## src/rtl/swt_pkg.sv

```systemverilog
package swt_pkg;

    typedef enum logic [2:0] {
        ST_IDLE,
        ST_BIT_LO,
        ST_BIT_HI,
        ST_LAT_SU,
        ST_LAT_HI,
        ST_LAT_HOLD,
        ST_GAP
    } swt_state_e;

    // Round a nanosecond minimum up to whole system clock cycles (at least 1).
    function automatic int unsigned ns_to_cyc(longint unsigned hz, longint unsigned ns);
        longint unsigned c;
        c = (ns * hz + 64'd999_999_999) / 64'd1_000_000_000;
        if (c == 0) c = 1;
        return int'(c);
    endfunction

    function automatic int unsigned max_u(int unsigned a, int unsigned b);
        return (a > b) ? a : b;
    endfunction

endpackage

```

## src/rtl/swt_interval_timer.sv

```systemverilog
module swt_interval_timer #(
    parameter int unsigned W = 5
) (
    input  logic         clk,
    input  logic         rst,
    input  logic         load,
    input  logic [W-1:0] load_val,
    output logic         expired
);
    logic [W-1:0] cnt_q;

    always_ff @(posedge clk) begin
        if (rst)
            cnt_q <= '0;
        else if (load)
            cnt_q <= load_val;
        else if (cnt_q != '0)
            cnt_q <= cnt_q - 1'b1;
    end

    assign expired = (cnt_q == '0);
endmodule

```

## src/rtl/swt_shifter.sv

```systemverilog
module swt_shifter #(
    parameter int unsigned W = 10
) (
    input  logic         clk,
    input  logic         rst,
    input  logic         load,
    input  logic         shift,
    input  logic [W-1:0] din,
    output logic         msb
);
    logic [W-1:0] sh_q;

    always_ff @(posedge clk) begin
        if (rst)
            sh_q <= '0;
        else if (load)
            sh_q <= din;
        else if (shift)
            sh_q <= sh_q << 1;
    end

    assign msb = sh_q[W-1];
endmodule

```

## src/rtl/swt_sequencer.sv

```systemverilog
module swt_sequencer
    import swt_pkg::*;
#(
    parameter int unsigned WORD_W = 10,
    parameter int unsigned CNT_W  = 5,
    parameter int unsigned LO_M1  = 19,
    parameter int unsigned HI_M1  = 19,
    parameter int unsigned LSU_M1 = 19,
    parameter int unsigned LAT_M1 = 19,
    parameter int unsigned LH_M1  = 9,
    parameter int unsigned GAP_M1 = 19
) (
    input  logic             clk,
    input  logic             rst,
    input  logic             in_valid,
    input  logic             tmr_expired,
    output logic             tmr_load,
    output logic [CNT_W-1:0] tmr_val,
    output logic             sh_load,
    output logic             sh_shift,
    output logic             in_ready,
    output logic             busy,
    output logic             done,
    output logic             ser_clk,
    output logic             ser_latch,
    output logic             data_en
);
    localparam int unsigned BC_W = $clog2(WORD_W + 1);

    swt_state_e      st_q, st_d;
    logic [BC_W-1:0] bits_left_q;
    logic            done_q;

    always_comb begin
        st_d     = st_q;
        tmr_load = 1'b0;
        tmr_val  = '0;
        sh_load  = 1'b0;
        sh_shift = 1'b0;
        unique case (st_q)
            ST_IDLE: if (in_valid) begin
                st_d = ST_BIT_LO; tmr_load = 1'b1; tmr_val = CNT_W'(LO_M1); sh_load = 1'b1;
            end
            ST_BIT_LO: if (tmr_expired) begin
                st_d = ST_BIT_HI; tmr_load = 1'b1; tmr_val = CNT_W'(HI_M1);
            end
            ST_BIT_HI: if (tmr_expired) begin
                tmr_load = 1'b1;
                if (bits_left_q != '0) begin
                    st_d = ST_BIT_LO; tmr_val = CNT_W'(LO_M1); sh_shift = 1'b1;
                end else begin
                    st_d = ST_LAT_SU; tmr_val = CNT_W'(LSU_M1);
                end
            end
            ST_LAT_SU: if (tmr_expired) begin
                st_d = ST_LAT_HI; tmr_load = 1'b1; tmr_val = CNT_W'(LAT_M1);
            end
            ST_LAT_HI: if (tmr_expired) begin
                st_d = ST_LAT_HOLD; tmr_load = 1'b1; tmr_val = CNT_W'(LH_M1);
            end
            ST_LAT_HOLD: if (tmr_expired) begin
                st_d = ST_GAP; tmr_load = 1'b1; tmr_val = CNT_W'(GAP_M1);
            end
            ST_GAP: if (tmr_expired) st_d = ST_IDLE;
            default: st_d = ST_IDLE;
        endcase
    end

    always_ff @(posedge clk) begin
        if (rst) begin
            st_q        <= ST_IDLE;
            bits_left_q <= '0;
            done_q      <= 1'b0;
        end else begin
            st_q   <= st_d;
            done_q <= (st_q == ST_LAT_HI) && tmr_expired;
            if (sh_load)
                bits_left_q <= BC_W'(WORD_W - 1);
            else if (sh_shift)
                bits_left_q <= bits_left_q - 1'b1;
        end
    end

    assign in_ready  = (st_q == ST_IDLE);
    assign busy      = (st_q != ST_IDLE);
    assign done      = done_q;
    assign ser_clk   = (st_q == ST_BIT_HI);
    assign ser_latch = (st_q == ST_LAT_HI);
    assign data_en   = (st_q != ST_IDLE) && (st_q != ST_GAP);
endmodule

```

## src/rtl/serial_word_tx.sv

```systemverilog
module serial_word_tx
    import swt_pkg::*;
#(
    parameter longint unsigned CLK_HZ      = 10_000_000,
    parameter int unsigned     WORD_W      = 10,
    parameter int unsigned     T_PHASE_NS  = 2000,
    parameter int unsigned     T_SETUP_NS  = 1000,
    parameter int unsigned     T_HOLD_NS   = 1000,
    parameter int unsigned     T_LSU_NS    = 1000,
    parameter int unsigned     T_LAT_NS    = 2000,
    parameter int unsigned     T_LHOLD_NS  = 1000,
    parameter int unsigned     T_GAP_NS    = 2000
) (
    input  logic              clk,
    input  logic              rst,
    input  logic              in_valid,
    input  logic [WORD_W-1:0] in_word,
    output logic              in_ready,
    output logic              busy,
    output logic              done,
    output logic              ser_clk,
    output logic              ser_data,
    output logic              ser_latch
);
    localparam int unsigned C_PH  = ns_to_cyc(CLK_HZ, T_PHASE_NS);
    localparam int unsigned C_SU  = ns_to_cyc(CLK_HZ, T_SETUP_NS);
    localparam int unsigned C_HD  = ns_to_cyc(CLK_HZ, T_HOLD_NS);
    localparam int unsigned C_LO  = max_u(C_PH, C_SU);
    localparam int unsigned C_HI  = max_u(C_PH, C_HD);
    localparam int unsigned C_LSU = max_u(C_PH, ns_to_cyc(CLK_HZ, T_LSU_NS));
    localparam int unsigned C_LAT = ns_to_cyc(CLK_HZ, T_LAT_NS);
    localparam int unsigned C_LH  = ns_to_cyc(CLK_HZ, T_LHOLD_NS);
    localparam int unsigned C_GAP = ns_to_cyc(CLK_HZ, T_GAP_NS);
    localparam int unsigned C_MAX = max_u(max_u(max_u(C_LO, C_HI), max_u(C_LSU, C_LAT)),
                                          max_u(C_LH, C_GAP));
    localparam int unsigned CNT_W = $clog2(C_MAX + 1);

    logic             tmr_load, tmr_expired, sh_load, sh_shift, msb, data_en;
    logic [CNT_W-1:0] tmr_val;

    swt_interval_timer #(.W(CNT_W)) timer_i (
        .clk      (clk),
        .rst      (rst),
        .load     (tmr_load),
        .load_val (tmr_val),
        .expired  (tmr_expired)
    );

    swt_shifter #(.W(WORD_W)) shifter_i (
        .clk   (clk),
        .rst   (rst),
        .load  (sh_load),
        .shift (sh_shift),
        .din   (in_word),
        .msb   (msb)
    );

    swt_sequencer #(
        .WORD_W (WORD_W),
        .CNT_W  (CNT_W),
        .LO_M1  (C_LO - 1),
        .HI_M1  (C_HI - 1),
        .LSU_M1 (C_LSU - 1),
        .LAT_M1 (C_LAT - 1),
        .LH_M1  (C_LH - 1),
        .GAP_M1 (C_GAP - 1)
    ) seq_i (
        .clk         (clk),
        .rst         (rst),
        .in_valid    (in_valid),
        .tmr_expired (tmr_expired),
        .tmr_load    (tmr_load),
        .tmr_val     (tmr_val),
        .sh_load     (sh_load),
        .sh_shift    (sh_shift),
        .in_ready    (in_ready),
        .busy        (busy),
        .done        (done),
        .ser_clk     (ser_clk),
        .ser_latch   (ser_latch),
        .data_en     (data_en)
    );

    assign ser_data = data_en & msb;
endmodule

```

## config.mk

```make
export PLATFORM = sky130hd
export DESIGN_NAME = serial_word_tx
export DESIGN_NICKNAME = d
export VERILOG_FILES = /design/src/rtl/swt_pkg.sv /design/src/rtl/swt_interval_timer.sv /design/src/rtl/swt_shifter.sv /design/src/rtl/swt_sequencer.sv /design/src/rtl/serial_word_tx.sv
export SDC_FILE = /design/constraint.sdc
export NUM_CORES = 1
export LEC_CHECK = 0
export BUFFER_PORTS_ARGS = -buffer_cell sky130_fd_sc_hd__clkbuf_2
export CAP_MARGIN = 30
export CORE_ASPECT_RATIO = 0.7
export CORE_UTILIZATION = 50
export DETAILED_ROUTE_END_ITERATION = 8
export MAX_ROUTING_LAYER = met4
export PLACE_DENSITY = 0.75
export SLEW_MARGIN = 20
export SYNTH_ARGS = -nofsm -noshare
export SYNTH_HDL_FRONTEND = slang
export SYNTH_SLANG_ARGS = --single-unit
```

## constraint.sdc

```tcl
create_clock -name clk -period 2.07 [get_ports clk]
set_clock_uncertainty 0.15 [all_clocks]
set_input_delay 0 -clock clk [delete_from_list [all_inputs] [get_ports clk]]
set_output_delay 0 -clock clk [all_outputs]
set_load 0.005 [all_outputs]
```

==> metrics list, run 1 <==
* Outcome: finished, final reports clean
* Clock sink count: 23
* Antenna viol nets, final: 0
- Std-Cell Rows: 14
- The later pin in the worst-skew pair is clocked with a latency of 0.31 ns.
- Share of cells above drive strength 1: 23.8%
- In this run the static leakage power is 0.556 nW.
* Post-DP HPWL: 1780 µm
- Headroom to the max-slew limit came out at 63.0%.
- Unrepaired setup endpoints after global routing: no
- In the layout the commonest cells are sky130_fd_sc_hd__dfxtp_1 (23), sky130_fd_sc_hd__clkbuf_2 (18), sky130_fd_sc_hd__nor2_1 (15).
- The tree is rooted in a sky130_fd_sc_hd__clkbuf_4.
- Average via count per standard cell: 5.67
- The number of pins exceeding their max-slew limit in the final report came to 0.
- Number of stages on the worst hold path: 4
- Cells along the critical path: inv_1 -> ha_1 -> or3b_4 -> and3_1 -> buf_12 -> mux2i_1 -> a211oi_1
* Nets in the synthesized netlist: 151
- In this run the critical register-to-register path is launched from seq_i.bits_left_q[0].
* Drt total wl: 2850 µm
* Critical Path End Type: flip-flop
- Initial cell density of the core: 54.4%
- The setup check on the worst reg-to-reg path leaves a slack of 0.11 ns.
* Maximum count of clock buffers along a single path: 2
- Post-route non-filler standard cell count: 196
* Total of flip-flops plus latches after synthesis: 23
- The worst setup path is launched from a flip-flop.
- Most common cell after layout, fill and taps aside: sky130_fd_sc_hd__dfxtp_1
- For the finished layout, the period the worst path requires is 1.96 ns.
- For this block, the initial DRC count from the detailed router was 31.
- In the final design database the tool counted 180 nets.
* Critical path data required time: 2.15 ns
- Ports placed on the boundary: 19
* Total number of vias: 1,112
- Global routing consumed, over all layers together, 24.7% of the routing resources.
- The via count of the first global-routing pass was 972.
- Of the total power, registers draw 46.4%.
- Number of standard cells after synthesis: 136
* RR Endpoint: shifter_i.sh_q[7]
- Floorplan die area: 0.00260 mm²
- Final clock period utilization by the worst path: 94.7%
- Final hold viol count: 0
* Power density normalized to cell area: 869 mW/mm²
* EDFF count, synth: 0
- Cell at the slowest stage of the critical path: sky130_fd_sc_hd__or3b_4
* Fin worst setup slack: 0.111 ns
- DP Cell Count: 182
- Crit path depth: 7
- For the final routed database, the setup TNS stands at 0 ns.
- Max cap viols: 0
- Maximum number of pins on one net before global-route repair: 24
- Final number of setup-violating endpoints: 0
* Wire length of the first global-routing pass: 4600 µm
* Sequential cell area fraction in the yosys report: 38.4%
- Yosys top cell by area: sky130_fd_sc_hd__dfxtp_1
* CTS clk-pin slew, worst paths: 0.13 ns
* Main synth FF type: sky130_fd_sc_hd__dfxtp_1
- Diodes inserted: 0
- Number of antenna violations at the first check in global routing: 0
* Leading post-synthesis cells by cell area: sky130_fd_sc_hd__dfxtp_1 (38%), sky130_fd_sc_hd__mux2i_1 (7.5%), sky130_fd_sc_hd__a211oi_1 (6.9%)
- From bottom edge to top edge, the die measures 43.0 µm.
- By startpoint and endpoint, the worst setup path is classified as flip-flop to flip-flop.
* Mean post-synth cell area: 8.82 µm²
- The area growth from synthesis to layout is 23.0%.
- The placed instances occupy a cell area of 0.00133 mm².
* Hold Path Origin: in_valid
* TritonCTS clock tree: done
- WP data arrival: 2.04 ns
- Tracing the worst setup path back leads to its startpoint at seq_i.bits_left_q[0].
- Number of buffers created by CTS: 3
* Combined buffer and inverter count along the critical path: 2
- Pre-CTS setup slack: 0.107 ns
- Tightest Hold Check Type: input port to flip-flop
- Counting distinct cell types in the post-synthesis netlist gives 38.
- The analysis attributes to net switching a power of 0.000464 W.
- Share of the synthesized area in the top cell type: 38.4%
- Buffers added to address setup during post-CTS repair amount to 0.
- With fillers left out, the area of the finished cells amounts to 0.00148 mm².
- In this run the tool buffered the top-level ports with 18 buffer cells.
* H-tree depth reported by CTS: 1
- The core region is 0.00221 mm².
- Crit-path max FO: 13
* Synthesis Warnings: 0
- In this run, the combinational gates consume 36.9% of the power.
- Upper clock frequency limit: 510 MHz
- In this run the cell area of the synthesized design comes to 0.00120 mm².
- The die is 60.6 µm wide.
* Detailed-routing iteration count for the pre-antenna-repair pass: 4
* Worst path max stage delay: 0.41 ns
- Cell internal power dissipation: 0.000819 W
- Cell type group with the largest total delay on the critical path: simple AND/OR/NAND/NOR gates
- Hold EP: timer_i.cnt_q[0]
- Gr ovfl total: 0
* Count of unresolved DRC violations after routing: 0
- Clk network pwr share: 16.7%
* Cells on worst reg2reg path: 7
* Wire per inst: 14.5 µm
- For this run, asynchronously set or reset flops after synthesis account for 0%.
- Net Sw Frac: 36.2%
- Routability-driven placement finished with a final weighted congestion of 0.828.
* Slew at the pin closest to its max-slew limit: 0.555 ns
- Across the VDD grid, the largest voltage drop is 0.385 mV.
-- worst register-to-register path, delay by kind of cell, from the launching register on --
family                   cells  cell delay, ns
flip-flops                   1            0.36
multiplexers                 1            0.13
buffers and inverters        2            0.22
AO/OA/AOI/OAI                1            0.24
adder cells (fa/ha/maj)      1            0.17
AND/OR/NAND/NOR              2            0.62
-- metal layers --
metal / track usage, % / routed length, µm / vias up
met5: - / 0 / -
met3: 5.79 / 152 / 2
met2: 36.9 / 1370 / 35
li1: - / - / 539
met4: 4.09 / 13 / 0
met1: 34.5 / 1310 / 536
-- synth_stat cells (2+ instances only) --
| master | count |
|---|---|
| sky130_fd_sc_hd__dfxtp_1 | 23 |
| sky130_fd_sc_hd__nor2_1 | 15 |
| sky130_fd_sc_hd__a21oi_1 | 12 |
| sky130_fd_sc_hd__a211oi_1 | 11 |
| sky130_fd_sc_hd__mux2i_1 | 9 |
| sky130_fd_sc_hd__nand2_1 | 9 |
| sky130_fd_sc_hd__clkbuf_1 | 8 |
| sky130_fd_sc_hd__nor3_1 | 6 |
| sky130_fd_sc_hd__inv_1 | 5 |
| sky130_fd_sc_hd__o21ai_0 | 3 |
| sky130_fd_sc_hd__xnor2_1 | 3 |
| sky130_fd_sc_hd__ha_1 | 2 |
| sky130_fd_sc_hd__nand4_1 | 2 |
| sky130_fd_sc_hd__o21ai_1 | 2 |
| sky130_fd_sc_hd__or3_1 | 2 |
| sky130_fd_sc_hd__xor2_1 | 2 |
-- per-stage QoR --
stage               power [W]  util [%]  hold slack [ns]
global placement      0.00101      60.4            0.100
detailed placement    0.00103      60.4            0.113
finish                0.00128      66.9           0.0562
floorplan            0.000901         -          -0.0857
global route          0.00137      66.9           0.0790
CTS                   0.00126      66.2           0.0375
-- registers in the layout, summed over array words and instances, names as in the netlist --
signal,flops
timer_i.cnt_q,5
seq_i.bits_left_q,4
seq_i.done,1
shifter_i.sh_q,10
seq_i.st_q,3
-- worst max-delay path by stage --
stage | end | slack [ns]
after detailed placement | seq_i.st_q[0] | 0.11
after global routing | seq_i.st_q[0] | 0.005
after CTS | seq_i.st_q[0] | 0.07
after global placement | shifter_i.sh_q[8] | 0.17
final | shifter_i.sh_q[7] | 0.11
after floorplan | seq_i.bits_left_q[1] | 0.18
-- power groups by stage --
stage               Combinational, W  Sequential, W  Clock [W]
floorplan                   0.000334       0.000567          0
global placement            0.000419       0.000593          0
detailed placement          0.000433       0.000599          0
CTS                         0.000452       0.000590   0.000214
global route                0.000521       0.000604   0.000240
finish                      0.000473       0.000596   0.000214
-- cells by family (layout without fill, tap and decap cells) --
group | count (synthesis) | in the layout | share of synthesized area, %
XOR/XNOR | 5 | 5 | 3.65
adder cells (fa/ha/maj) | 2 | 2 | 2.09
multiplexers | 10 | 10 | 8.45
flip-flops | 23 | 23 | 38.4
buffers and inverters | 17 | 45 | 6.99
AND/OR/NAND/NOR | 44 | 44 | 19.9
AO/OA/AOI/OAI | 35 | 35 | 20.5
-- repair_timing --
action,CTS,global route
setup endpoints to repair,0,4
hold endpoints to repair,10,0
gates resized for setup,0,4
hold buffers,10,0
-- layout make-up --
cell class,count,area (µm²)
fill,187,731
multi-input combinational,96,672
sequential,23,460
timing repair buffer,35,255
tap,32,40.0
clock buffer,4,26.3
inverter,6,22.5
(Power assumes the default switching activity.)
==> inputs of run 2 (changes only) <==
- CTS_CLUSTER_DIAMETER: default -> 80
- PLACE_DENSITY: 0.75 -> 0.72
==> run 2 against run 1 <==
  * Clock power is 6% lower
  * Combinational power down 2%
  * Worst hold slack improved by 0.026 ns
  * Non-clock buffer count fell by 2
  * Sequential share of layout area decreased by 0.079 points
  * First-iteration DRC count rose by 35%
  * Worst setup slack gained 0.0026 ns
  * Critical path depth unchanged
  * Final cell count decreased by 1.0%
==> metrics list, run 2 (synthesized netlist as in run 1, its figures left out) <==
- The number of post-CTS setup repair buffers was 0 (unchanged).
- The initial core utilization is 54.4% (unchanged).
- Slew headroom: 61.5% (-1.5 points)
* Number of antenna violations at the first check in global routing: 0 (unchanged)
- The final weighted congestion in routability-driven placement came to 0.833 (+0.56%).
* Hold EP: seq_i.bits_left_q[0]
- Number of stages on the worst hold path: 4 (unchanged)
- Diodes inserted: 0 (unchanged)
- The worst reg-to-reg path cell count is 7 (unchanged).
- Critical Path End Type: flip-flop
- Unrepaired setup endpoints after global routing: no
- Critical path data required time: 2.14 ns (about the same)
* Share of cells above drive strength 1: 24.1% (+0.29 points)
* Cells along the critical path: inv_1 -> ha_1 -> or3b_4 -> and3_1 -> buf_12 -> mux2i_1 -> a211oi_2
- The average wire length per cell after detail routing came to 12.6 µm (-13%).
- Grouping stages by cell kind, the critical path spends the most delay in simple AND/OR/NAND/NOR gates.
* Hold Path Origin: in_valid
* Post-layout net count: 178 (-1.1%)
- CTS clk-pin slew, worst paths: 0.12 ns (about the same)
- The register-to-register setup slack came to 0.11 ns (about the same).
- The x dimension of the die is 60.6 µm (unchanged).
* Crit path depth: 7 (unchanged)
* Upper clock frequency limit: 511 MHz (+0.13%)
- Post-layout minimum cycle time: 1.96 ns (-0.00256 ns)
* Antenna viol nets, final: 0 (unchanged)
* Total number of vias: 1,051 (-5.5%)
- Worst path max stage delay: 0.40 ns (about the same)
- Crit-path max FO: 13 (unchanged)
- The sum of overflow across all layers after global routing was 0 (unchanged).
* Maximum number of pins on one net before global-route repair: 24 (unchanged)
- The endpoint identified for the worst register-to-register timing path is shifter_i.sh_q[3].
- The final number of setup-violating endpoints is 0 (unchanged).
* WP data arrival: 2.03 ns (about the same)
- The residual DRC count is 0 (unchanged).
- The library cells used most frequently in the layout, excluding fill and tap cells, are sky130_fd_sc_hd__dfxtp_1 (23), sky130_fd_sc_hd__clkbuf_2 (18), sky130_fd_sc_hd__nor2_1 (15).
- The number of flip-flops under the largest register name was 10 (unchanged).
- Setup TNS Final: 0 ns (unchanged)
- Clock sink count: 23 (unchanged)
* Power density normalized to cell area: 852 mW/mm² (-1.9%)
* Number of global-route vias before repair: 942 (-3.1%)
- More flip-flops sit in one register than any other, and that register is shifter_i.sh_q.
* Number of buffers created by CTS: 3 (unchanged)
* Average via count per standard cell: 5.42 (-4.5%)
- TritonCTS built the clock tree.
* Global Route Usage Sum: 22.2% (-2.5 points)
* Post-DP HPWL: 1670 µm (-6.3%)
* Worst Setup Start Kind: flip-flop
- The wire length after detailed routing is 2450 µm (-14%).
- Max cap viols: 0 (unchanged)
- The core region area was 0.00221 mm² (unchanged).
- Most common cell after layout, fill and taps aside: sky130_fd_sc_hd__dfxtp_1
- Floorplan die area: 0.00260 mm² (unchanged)
- Final hold viol count: 0 (unchanged)
* Wire length of the first global-routing pass: 4220 µm (-8.4%)
* Cell at the slowest stage of the critical path: sky130_fd_sc_hd__or3b_4
- The slew at the pin with the worst max-slew slack was 0.578 ns (+0.0232 ns).
- In this run the critical register-to-register path is launched from seq_i.bits_left_q[0].
* Biggest registers after layout: shifter_i.sh_q (10), timer_i.cnt_q (5), seq_i.bits_left_q (4)
- Total power consumption of the routed design: 0.00126 W (-1.6%)
- The static leakage was 0.553 nW (-0.60%).
- Maximum count of clock buffers along a single path: 2 (unchanged)
- The clock latency reported for the late side of the worst-skew pair is 0.30 ns (about the same).
* Final clock period utilization by the worst path: 94.5% (-0.12 points)
- The number of buffers inserted by port buffering was 18 (unchanged).
* Number of max-slew violations in the final report: 0 (unchanged)
- The number of I/O pins is 19 (unchanged).
- The deepest level of the CTS H-tree was 1 (unchanged).
- Highest ir drop seen on vdd: 0.444 mV (+15%)
- Clock tree synthesis selected as its root buffer the cell sky130_fd_sc_hd__clkbuf_4.
- Outcome: finished, final reports clean
- The standard-cell row count was 14 (unchanged).
* Type of the setup path with the least slack: flip-flop to flip-flop
- Violation count after the first detailed-routing iteration: 42 (+35%)
- From synthesis to final layout, the design area changed by 23.4%.
* Combined buffer and inverter count along the critical path: 2 (unchanged)
- Vertical extent of the die: 43.0 µm (unchanged)
- The total iterations of the first detailed-routing run was 4 (unchanged).
- Tightest Hold Check Type: input port to flip-flop
## run 2: cell type report
class                      count  area [µm²]
sequential                    23         460
tap                           32        40.0
clock buffer                   4        26.3
timing repair buffer          33         240
multi-input combinational     96         691
fill                         196         727
inverter                       6        22.5
## run 2: how the worst max path moves through the flow
stage	from	end
6_report	seq_i.bits_left_q[0]	shifter_i.sh_q[3]
5_1_grt	seq_i.bits_left_q[0]	shifter_i.sh_q[3]
4_1_cts	timer_i.cnt_q[0]	seq_i.st_q[0]
3_5_place_dp	timer_i.cnt_q[0]	seq_i.st_q[0]
3_3_place_gp	timer_i.cnt_q[0]	seq_i.st_q[0]
2_1_floorplan	seq_i.bits_left_q[0]	seq_i.bits_left_q[1]
## run 2: metrics by stage
step | utilization [%] | setup WS (ns) | cells | hold WS [ns] | cell area [µm²]
4_1_cts | 65.5 | 0.0383 | 194 | 0.0447 | 1450
3_3_place_gp | 59.8 | 0.136 | 180 | 0.0924 | 1320
5_1_grt | 67.1 | 0.0104 | 194 | 0.0814 | 1480
6_report | 67.1 | 0.113 | 194 | 0.0825 | 1480
3_5_place_dp | 59.8 | 0.0632 | 180 | 0.109 | 1320
2_1_floorplan | - | 0.176 | 136 | -0.0857 | 1200
## run 2: tightest hold or removal path, stage by stage
cell                       delay [ns]
sky130_fd_sc_hd__clkbuf_2        0.11
sky130_fd_sc_hd__nand2_1         0.05
sky130_fd_sc_hd__buf_4           0.21
sky130_fd_sc_hd__a21oi_1         0.14
## run 2: per-layer routing
layer	share of wire, %	track usage (%)
met5	0	-
met4	0	3.64
met3	4.5	5.79
met2	44	32.5
met1	51	31.2
## run 2: what timing repair did
item	CTS	global route
hold buffers	10	0
endpoints found under the hold margin	10	0
gates resized for setup	0	7
endpoints found under the setup margin	0	4
## run 2: where the power goes
part	switching [W]	internal, W	total, W
clock	0.000127	0.0000751	0.000202
combinational	0.000238	0.000227	0.000465
sequential	0.0000807	0.000514	0.000595
==> inputs of run 3 (changes only) <==
==> constraint.sdc (replaced) <==
create_clock -name clk -period 1.9 [get_ports clk]
set_clock_uncertainty 0.15 [all_clocks]
set_input_delay 0.38 -clock clk [delete_from_list [all_inputs] [get_ports clk]]
set_output_delay 0.38 -clock clk [all_outputs]
set_load 0.005 [all_outputs]
==> run 3 against run 2 <==
  * Count of clock-buffer cells in the layout is the same
  * Sequential share of layout area grew 1.2 points
  * Combinational power grew 23%
  * Utilization shrank 1.1 points
==> metrics list, run 3 (synthesized netlist as in run 1, its figures left out) <==
- Outcome: finished, final reports clean
* Number of max-slew violations in the final report: 0 (unchanged)
- The peak supply drop was 0.495 mV (+12%).
- Global Route Usage Sum: 24.1% (+1.9 points)
- CTS clk-pin slew, worst paths: 0.12 ns (about the same)
- Worst hold slack: 0.145 ns (+0.0625 ns)
- The library cell used most frequently in the layout, excluding fill and tap cells, is sky130_fd_sc_hd__dfxtp_1.
- Post-layout minimum cycle time: 1.84 ns (-0.117 ns)
* Post-layout net count: 176 (-1.1%)
- The count of routing violations after the opening detailed-route iteration came to 52 (+24%).
- Biggest registers after layout: shifter_i.sh_q (10), timer_i.cnt_q (5), seq_i.bits_left_q (4)
- The maximum achievable frequency is 544 MHz (+6.4%).
- Max cap viols: 0 (unchanged)
- TritonCTS clock tree: done
- The number of buffers added to fix hold violations after cts is 0 (-10).
- The root buffer cell chosen for the clock tree is sky130_fd_sc_hd__clkbuf_4.
- Initial cell density of the core: 54.4% (unchanged)
- The final number of setup-violating endpoints came to 0 (unchanged).
- The hold violation count in the final report came to 0 (unchanged).
- The number of I/O pins was 19 (unchanged).
- The share of cells above drive strength 1 came to 31.9% (+7.8 points).
- Storage cell area: 470 µm² (+2.2%)
* Drt total wl: 2620 µm (+6.7%)
* Antenna viol nets, final: 0 (unchanged)
- Wire per inst: 13.6 µm (+7.8%)
- Tightest Hold Check Type: input port to flip-flop
- Area growth from synthesis to final layout: 21.3%
- IO buf count: 18 (unchanged)
- RePlAce Congestion: 1.01 (+21%)
- The deepest level of the CTS H-tree is 1 (unchanged).
* Std-Cell Rows: 14 (unchanged)
- The number of inserted filler cells in the final layout is 186 (-5.1%).
- The clock network fraction of design power came to 15.2% (-0.8 points).
* Worst Setup Start Kind: flip-flop
- Slew headroom: 63.6% (+2.1 points)
- WP data arrival: 1.91 ns (-0.12 ns)
- The overall die area was 0.00260 mm² (unchanged).
* Clock sink count: 23 (unchanged)
- The area used by multi-input combinational logic was 696 µm² (+0.72%).
- The first-pass GRT wire length was 4480 µm (+6.2%).
* Maximum count of clock buffers along a single path: 2 (unchanged)
- Post-route cell area: 0.00146 mm² (-1.7%)
- Core Area: 0.00221 mm² (unchanged)
* Number of global-route vias before repair: 1,023 (+8.6%)
* Register bank with the most flops: shifter_i.sh_q
* Leakage power of the design: 0.550 nW (-0.41%)
- Post-DP HPWL: 1900 µm (+14%)
- Diodes inserted: 0 (unchanged)
* Average via count per standard cell: 5.41 (-0.21%)
- In the layout the commonest cells are sky130_fd_sc_hd__dfxtp_1 (19), sky130_fd_sc_hd__clkbuf_2 (18), sky130_fd_sc_hd__nor2_1 (15).
* Power density normalized to cell area: 990 mW/mm² (+16%)
* Cell internal power dissipation: 0.000932 W (+14%)
- Vertical extent of the die: 43.0 µm (unchanged)
- The initial antenna violation count came to 0 (unchanged).
* Gr ovfl total: 0 (unchanged)
- The residual DRC count is 0 (unchanged).
- Share of total power in combinational logic: 39.7% (+2.9 points)
- The total iterations of the first detailed-routing run was 4 (unchanged).
- Slew at the pin closest to its max-slew limit: 0.546 ns (-0.0319 ns)
- The worst setup path is of the flip-flop to flip-flop kind.
- The cell area after placement was 0.00136 mm² (+3.4%).
* Unrepaired setup endpoints after global routing: no
* Share of total power in sequential cells: 45.1% (-2.1 points)
* Clock latency at the later pin of the worst-skew pair: 0.31 ns (about the same)
* Number of flip-flops under the largest register name: 10 (unchanged)
- The data required time of the critical path is 1.97 ns (-0.17 ns).
* Width of the die: 60.6 µm (unchanged)
* Number of buffers created by CTS: 3 (unchanged)
* Critical Path End Type: flip-flop
- The switching share of total power is 35.3% (about the same).
- Sw Pwr: 0.000508 W (+14%)
- The via count was 1,038 (-1.2%).
- Maximum number of pins on one net before global-route repair: 24 (unchanged)
- The share of the clock period used by the worst path after layout was 96.8% (+2.3 points).
- Crit-path max FO: 13 (unchanged)
-- run 3: changes by cell type in the layout (fill, tap and decap cells not counted), sizes merged --
cell | before | now
dlygate4sd3 | 10 | 0
buf | 5 | 13
-- run 3: repair_timing --
item / 4_1_cts / 5_1_grt
buffers inserted: 0 / 2
pin swaps: 1 / 5
hold endpoints to repair: 0 / 0
endpoints found under the setup margin: 16 / 15
gates resized for setup: 7 / 8
-- run 3: path summary, 6_finish.rpt --
kind                            end  cells past startpoint  slack (ns)                  from
setup / recovery  shifter_i.sh_q[9]                      7        0.06  seq_i.bits_left_q[0]
hold / removal    shifter_i.sh_q[0]                      3        0.15            in_word[0]
setup reg to reg  shifter_i.sh_q[9]                      7        0.06  seq_i.bits_left_q[0]
hold reg to reg   shifter_i.sh_q[0]                      2        0.36     shifter_i.sh_q[0]
-- run 3: power by group through the flow --
stage / Combinational [W] / Sequential [W] / Clock (W)
finish: 0.000571 / 0.000650 / 0.000219
global route: 0.000630 / 0.000664 / 0.000248
CTS: 0.000538 / 0.000647 / 0.000230
detailed placement: 0.000509 / 0.000648 / 0
global placement: 0.000487 / 0.000644 / 0
floorplan: 0.000364 / 0.000618 / 0
-- run 3: cell type report --
cell class                      count  area share [%]
Tap cell                           32            2.75
Multi-Input combinational cell     96            47.8
Clock buffer                        4            1.81
Inverter                            6            1.55
Timing Repair Buffer               31            13.8
Sequential cell                    23            32.3
-- run 3: through the flow --
stage	utilization, %	std cells	setup WS [ns]	setup TNS, ns	power [W]
final	65.9	192	0.0604	0	0.00144
after global placement	61.8	186	0.0290	0	0.00113
after global routing	65.9	192	0.000217	0	0.00154
after floorplan	-	136	0.00623	0	0.000982
after CTS	64.2	190	0.0212	0	0.00141
after detailed placement	61.8	186	-0.0538	-0.105	0.00116
-- run 3: layer usage --
| metal | GRT usage (%) | share of wire, % | up-vias |
|---|---|---|---|
| met1 | 32.1 | 49 | 476 |
| met4 | 6.36 | 0.80 | 0 |
| met5 | - | 0 | - |
| met2 | 36.0 | 45 | 29 |
| met3 | 6.40 | 4.7 | 5 |
| li1 | - | - | 528 |
-- run 3: critical path: stages (launching register included) --
cell and delay [ns]:
sky130_fd_sc_hd__dfxtp_1 0.33, sky130_fd_sc_hd__inv_1 0.05, sky130_fd_sc_hd__ha_1 0.15, sky130_fd_sc_hd__or3b_4 0.38
sky130_fd_sc_hd__and3_4 0.20, sky130_fd_sc_hd__buf_12 0.15, sky130_fd_sc_hd__mux2i_1 0.12, sky130_fd_sc_hd__a211oi_1 0.22
